## src/rtl/pci_disc_pkg.sv

```systemverilog
package pci_disc_pkg;

   localparam int unsigned RGN_NONE  = 0;
   localparam int unsigned RGN_CFG   = 1;
   localparam int unsigned RGN_OPREG = 2;
   localparam int unsigned RGN_FIFO  = 3;
   localparam int unsigned RGN_WIN0  = 4;

   typedef struct packed {
      logic claimed;
      logic no_burst;
   } rgn_class_t;

endpackage

```

## src/rtl/pbs_rgn_decode.sv

```systemverilog
module pbs_rgn_decode
   import pci_disc_pkg::*;
#(
   parameter int unsigned RGN_W   = 3,
   parameter int unsigned NUM_WIN = 4
) (
   input  logic [RGN_W-1:0] region,
   output rgn_class_t       cls
);

   localparam int unsigned LAST_CODE = RGN_WIN0 + NUM_WIN - 1;

   initial begin
      if (NUM_WIN < 1)
         $error("pbs_rgn_decode: NUM_WIN must be at least 1");
      if (LAST_CODE >= (1 << RGN_W))
         $error("pbs_rgn_decode: RGN_W too narrow for %0d windows", NUM_WIN);
   end

   logic [NUM_WIN-1:0] win_hit;

   generate
      for (genvar gi = 0; gi < NUM_WIN; gi++) begin : g_win
         assign win_hit[gi] = (region == RGN_W'(RGN_WIN0 + gi));
      end
   endgenerate

   logic reg_hit;
   assign reg_hit = (region == RGN_W'(RGN_CFG))
                 || (region == RGN_W'(RGN_OPREG))
                 || (region == RGN_W'(RGN_FIFO));

   always_comb begin
      cls.no_burst = reg_hit;
      cls.claimed  = reg_hit || (|win_hit);
   end

   always_comb begin
      assert_onehot_win_R4: assert ($onehot0(win_hit));
   end

endmodule

```

## src/rtl/pbs_txn_track.sv

```systemverilog
module pbs_txn_track
   import pci_disc_pkg::*;
(
   input  logic       clk,
   input  logic       rst_n,
   input  logic       addr_phase,
   input  rgn_class_t cls_in,
   input  logic       frame_n,
   input  logic       irdy_n,
   input  logic       trdy_n,
   input  logic       stop_n,
   output logic       active,
   output logic       first_dp,
   output rgn_class_t cls_q
);

   logic txn_end;
   logic dp_done;

   assign txn_end = active && frame_n && irdy_n;
   assign dp_done = first_dp && !irdy_n && (!trdy_n || !stop_n);

   always_ff @(posedge clk or negedge rst_n) begin
      if (!rst_n) begin
         active   <= 1'b0;
         first_dp <= 1'b0;
         cls_q    <= '0;
      end else if (addr_phase) begin
         active   <= cls_in.claimed;
         first_dp <= cls_in.claimed;
         cls_q    <= cls_in;
      end else if (txn_end) begin
         active   <= 1'b0;
         first_dp <= 1'b0;
      end else if (dp_done) begin
         first_dp <= 1'b0;
      end
   end

   assert_addr_frame_R8: assert property (@(posedge clk) disable iff (!rst_n)
      addr_phase |-> !frame_n);

   assert_latched_R8: assert property (@(posedge clk) disable iff (!rst_n)
      (active && !addr_phase && !txn_end) |=> $stable(cls_q));

   assert_first_in_txn_R5: assert property (@(posedge clk) disable iff (!rst_n)
      first_dp |-> active);

endmodule

```

## src/rtl/pbs_stop_gen.sv

```systemverilog
module pbs_stop_gen (
   input  logic clk,
   input  logic rst_n,
   input  logic active,
   input  logic first_dp,
   input  logic no_burst,
   input  logic frame_n,
   input  logic trdy_n,
   output logic stop_n
);

   logic stop_now;
   logic hold_q;

   assign stop_now = active && first_dp && no_burst && !frame_n && !trdy_n;
   assign stop_n   = !(stop_now || hold_q);

   always_ff @(posedge clk or negedge rst_n) begin
      if (!rst_n) hold_q <= 1'b0;
      else        hold_q <= (stop_now || hold_q) && !frame_n;
   end

   assert_stop_with_trdy_R5: assert property (@(posedge clk) disable iff (!rst_n)
      $fell(stop_n) |-> !trdy_n);

   assert_release_R6: assert property (@(posedge clk) disable iff (!rst_n)
      (!stop_n && frame_n) |=> stop_n);

   assert_single_R7: assert property (@(posedge clk) disable iff (!rst_n)
      (first_dp && frame_n && $past(stop_n)) |-> stop_n);

endmodule

```

## src/rtl/pci_tgt_burst_stop.sv

```systemverilog
module pci_tgt_burst_stop
   import pci_disc_pkg::*;
#(
   parameter int unsigned RGN_W   = 3,
   parameter int unsigned NUM_WIN = 4
) (
   input  logic             clk,
   input  logic             rst_n,
   input  logic             addr_phase,
   input  logic [RGN_W-1:0] region,
   input  logic             frame_n,
   input  logic             irdy_n,
   input  logic             trdy_n,
   output logic             stop_n
);

   rgn_class_t cls_in;
   rgn_class_t cls_q;
   logic       active;
   logic       first_dp;

   pbs_rgn_decode #(.RGN_W(RGN_W), .NUM_WIN(NUM_WIN)) u_dec (
      .region (region),
      .cls    (cls_in)
   );

   pbs_txn_track u_trk (
      .clk        (clk),
      .rst_n      (rst_n),
      .addr_phase (addr_phase),
      .cls_in     (cls_in),
      .frame_n    (frame_n),
      .irdy_n     (irdy_n),
      .trdy_n     (trdy_n),
      .stop_n     (stop_n),
      .active     (active),
      .first_dp   (first_dp),
      .cls_q      (cls_q)
   );

   pbs_stop_gen u_stop (
      .clk      (clk),
      .rst_n    (rst_n),
      .active   (active),
      .first_dp (first_dp),
      .no_burst (cls_q.no_burst),
      .frame_n  (frame_n),
      .trdy_n   (trdy_n),
      .stop_n   (stop_n)
   );

   assert_window_free_R4: assert property (@(posedge clk) disable iff (!rst_n)
      (active && !cls_q.no_burst) |-> stop_n);

   assert_stop_reg_only_R2: assert property (@(posedge clk) disable iff (!rst_n)
      !stop_n |-> cls_q.no_burst);

   assert_unclaimed_R9: assert property (@(posedge clk) disable iff (!rst_n)
      !active |=> (stop_n || !frame_n));

endmodule

```

## config.mk

```make
export PLATFORM = sky130hd
export DESIGN_NAME = pci_tgt_burst_stop
export DESIGN_NICKNAME = d
export VERILOG_FILES = /design/src/rtl/pci_disc_pkg.sv /design/src/rtl/pbs_rgn_decode.sv /design/src/rtl/pbs_txn_track.sv /design/src/rtl/pbs_stop_gen.sv /design/src/rtl/pci_tgt_burst_stop.sv
export SDC_FILE = /design/constraint.sdc
export NUM_CORES = 1
export LEC_CHECK = 0
export BUFFER_PORTS_ARGS = -buffer_cell sky130_fd_sc_hd__buf_2
export CAP_MARGIN = 0
export CORE_AREA = 2 2 39 41
export CTS_BUF_LIST = sky130_fd_sc_hd__clkbuf_8 sky130_fd_sc_hd__clkbuf_16
export CTS_CLUSTER_SIZE = 20
export DETAILED_ROUTE_END_ITERATION = 6
export DIE_AREA = 0 0 41 43
export PLACE_DENSITY = 0.38
export REMOVE_ABC_BUFFERS = 1
export SETUP_SLACK_MARGIN = 0.4
export SLEW_MARGIN = 15
export SYNTH_ARGS = -nofsm -noshare
export SYNTH_HDL_FRONTEND = slang
export SYNTH_HIERARCHICAL = 1
export SYNTH_SLANG_ARGS = --single-unit
```

## constraint.sdc

```tcl
create_clock -name clk -period 1.25 [get_ports clk]
set_input_delay 0.125 -clock clk [delete_from_list [all_inputs] [get_ports clk]]
set_output_delay 0.125 -clock clk [all_outputs]
set_load 0.02 [all_outputs]
```

---- Word-level counts from Yosys, hierarchy flattened ----
Index checks and enable logic that the tools add are counted.
storage, ports and cells
  ROM bits ................................ 0
  memory bits (writable) .................. 0
  register bits ........................... 4
  bits in latches ......................... 0
  memories ................................ 0
  word-level logic and storage cells ...... 37
cells by class
  bitwise logic cells ..................... 0
  reductions and logical operators ........ 21
  div/mod/pow operators ................... 0
  order comparisons ....................... 0
  $mul .................................... 0
  equality and inequality tests ........... 7
  add/sub/neg operators ................... 0
  muxes and demuxes ....................... 5
  shifts and indexed selects .............. 0
operators with widths
  operator                                                               number
  3-bit equality test, second input constant                             4
  1-bit logical AND                                                      9
  3-bit by 2-bit equality test with 1-bit output, second input constant  2
  1-bit logical OR                                                       5
  1-bit 2-to-1 mux                                                       5
  1-bit logical NOT                                                      4
  4-bit OR reduction                                                     1
  3-bit by 1-bit equality test with 1-bit output, second input constant  1
  3-bit nonzero test                                                     1
  2-bit nonzero test                                                     1

---- Depth between registers and ports, before layout ----
  depth after elaboration ................. 10
  depth in mapped cells ................... 4
  gate-level depth less buffers ........... 4

---- Modules after synthesis ----
The synthesis kept the hierarchy.
modules (own cells, without submodules)
  module          cells an instance  area each (sq um)  times used  seq. area each (sq um)
  pbs_txn_track   15                 173.9              1           100.1
  pbs_stop_gen    5                  51.3               1           25.0
  pbs_rgn_decode  3                  23.8               1           0.0

---- Least setup slack after synthesis ----
OpenSTA, ideal clock, no wires.
  path kind ............................... register to register
  start ................................... reg u_trk.active
  end ..................................... reg u_trk.first_dp
  cell stages (with the launch flop) ...... 5
  arrival time ............................ 1.289 ns
  path slack .............................. -0.142 ns
  data required time ...................... 1.146 ns
  clock period less this slack ............ 1.392 ns
  setup time .............................. 0.104 ns
  cells stage by stage .................... dfrtp_1 -> and4b_1 -> a21oi_1 -> a21oi_1 -> o41ai_2
between the ends
  longest elaborated chain between the ends .. 8
  elaborated cells on any way between the ends .. 12
  those cells by class .................... mux (2); reduce/logical (10)
ends and longest elaborated chain
  what                            RTL line             source
  start, declared                 pbs_txn_track.sv:12  output logic active,
  start signal, assigned          pbs_txn_track.sv:29  active <= cls_in.claimed;
  1-bit logical AND (4 in a row)  pbs_stop_gen.sv:15   assign stop_now = active && first_dp && no_burst && !frame_n && !trdy_n;
  1-bit logical OR                pbs_stop_gen.sv:16   assign stop_n = !(stop_now || hold_q);
  1-bit logical OR                pbs_txn_track.sv:21  assign dp_done = first_dp && !irdy_n && (!trdy_n || !stop_n);
  1-bit logical AND               pbs_txn_track.sv:21
  3-bit nonzero test (no line)    n/a
  end signal, assigned            pbs_txn_track.sv:30  first_dp <= cls_in.claimed;
  end, declared                   pbs_txn_track.sv:13  output logic first_dp,
Parallel ways exist; a longest one is shown, timed or not.
A chain may end at the register's enable or synchronous reset.

---- Worst setup path in the final report ----
  start ................................... reg u_trk.active
  end ..................................... out stop_n
between the ends
  longest elaborated chain between the ends .. 6
ends and longest elaborated chain
  what                            RTL line                  source
  1-bit logical AND (4 in a row)  pbs_stop_gen.sv:15
  1-bit logical OR                pbs_stop_gen.sv:16
  1-bit logical NOT               pbs_stop_gen.sv:16
  end, declared                   pci_tgt_burst_stop.sv:14  output logic stop_n
Every way passes these cells.

==> results by group <==
Route
  – DRT antenna net count: 0
  – Vias per std cell: 3.57
  – Iteration-0 DRC Markers: 2
  – DR vias: 175
  – Wire length per cell: 8.76 um
  – # DRC: 0
  – Pre-antenna DRT Iters: 4
  – Total Routed Length: 429 um

Status
  – Status: finished clean

Worst setup path
  – CP endpoint kind: output port
  – Slowest CP cell: dfrtp_1
  – Crit path launch type: flop
  – Top fanout value on the critical path: 2
  – Crit-path cells: and4b_1 > a21oi_2 > buf_4
  – CP arrival: 1110 ps
  – Critical path type: reg -> out
  – Req. time, crit path: 1120 ps
  – Slowest stage delay, CP: 360 ps

CTS
  – CTS buffer count: 3
  – CTS Sinks: 4
  – H-tree levels: 1
  – Clock Tree Buf Depth: 2
  – Clock Latency Late Sink: 210 ps
  – Root Buffer: clkbuf_8
  – Clock transition at path regs: 30 ps
  – CTS tree: yes

GRT
  – Largest net degree at the start of global routing: 5
  – Gr usage total: 5.86%
  – Vias in the first global route: 185
  – Initial antenna violation count: 0
  – First-pass GRT wire length: 655 um
  – Total gr overflow: 0

Timing
  – Setup Viol. Count Final: 0
  – Final Hold Vio Count: 0
  – Fin crit period: 1240 ps
  – Slew headroom: 84.3%
  – Setup TNS: 0 ps
  – Fin crit share: 99.0%
  – Final Skew: 1.13 ps
  – RSZ-0062 raised after global routing: yes
  – Final Hold Slack: 156 ps
  – Final Max Tran Viols: 0
  – Achievable Freq: 0.808 GHz
  – Worst-Margin Slew: 233 ps

Place
  – Dpl hpwl: 338 um
  – Placed cells: 44
  – Gpl congestion: 0.743
  – Port buffer count: 9

Yosys
  – Syn Std Cell Area: 215 sq um
  – Synth Warn #: 6
  – Synth Instances: 20
  – Mean Syn Cell Area: 10.8 sq um

Cells and area
  – Area growth, synth to finish: 57.0%
  – Fill count: 154
  – Most common cell after layout, fill and taps aside: buf_2
  – Multi-input gate area in the final layout: 104 sq um
  – Antenna cells: 0
  – Share of layout cells above drive strength 1: 51.5%
  – Most frequent cells in the layout: buf_2 (8), dfrtp_1 (4), clkbuf_8 (3), buf_4 (2), inv_1 (2)
  – Nets: 44
  – Register Area: 100 sq um
  – Layout Cells excl Fill: 49

Floorplan
  – Die width: 41 um
  – DIE AREA: 0.00176 sq mm
  – # rows: 14
  – Core Area: 0.00138 sq mm
  – Initial Util: 15.6%
  – Die Y: 43 um
  – Ports: 10

Flow run
  – Max_cap viols: 0

Power
  – Leakage: 0.172 nW
  – Max VDD drop: 0.000378 V
  – Pwr per Cell Area: 1400 mW/mm^2

Worst hold path
  – Hold WC Path Type: in -> reg
final cells by class:
| type | count | area share, % |
|---|---|---|
| Tap cell | 16 | 5.93 |
| Timing Repair Buffer | 11 | 19.3 |
| Inverter | 2 | 2.22 |
| Multi-Input combinational cell | 13 | 30.7 |
| Sequential cell | 4 | 29.6 |
| Clock buffer | 3 | 12.2 |
path summary, 6_finish.rpt:
kind / start / endpoint / slack, ps / cells past startpoint
max in group asynchronous: rst_n / u_stop/hold_q / 900 / 2
max reg2reg: u_trk/active / u_trk/first_dp / 110 / 4
max: u_trk/active / stop_n / 10 / 3
min: addr_phase / u_trk/first_dp / 160 / 2
min reg2reg: u_trk/cls_q[0] / u_trk/cls_q[0] / 490 / 1
min in group asynchronous: rst_n / u_trk/cls_q[0] / 240 / 2
worst max-delay path, delay by kind of cell (launching register included):
kind	cells	cell delay [ps]
flops	1	360
buf+inv	1	160
compound gates	1	150
simple gates	1	230
power breakdown:
group	internal [mW]	switching, mW
Combinational	0.0335	0.0264
Clock	0.205	0.0618
Sequential	0.141	0.00456
state kept, by name (all words and copies together) (netlist names):
signal,count
u_trk/first_dp,1
u_trk/active,1
u_trk/cls_q,1
u_stop/hold_q,1
routing by layer:
layer	global-route usage (%)	vias to the layer above	wire length, um
met5	0	-	0
met4	6.00	0	0
met3	1.57	0	40
met2	7.81	6	190
met1	6.89	73	198
li1	-	96	-
metrics by stage:
stage | cell area (sq um) | util, % | setup slack [ps] | power [mW]
6_report | 338 | 24.4 | 12.0 | 0.473
5_1_grt | 338 | 24.4 | -60.5 | 0.499
4_1_cts | 330 | 23.9 | 24.1 | 0.481
3_5_place_dp | 273 | 19.7 | 56.9 | 0.199
3_3_place_gp | 273 | 19.7 | 46.0 | 0.199
2_1_floorplan | 208 | - | -142 | 0.174
timing repair:
item,CTS,global route
pin swaps,3,3
setup endpoints to repair,3,3
cloned,0,0
gates resized for setup,2,0
hold buffers,1,0
hold endpoints to repair,4,0
setup buffers,0,1
Note: power is estimated with default switching activity, not from simulation.
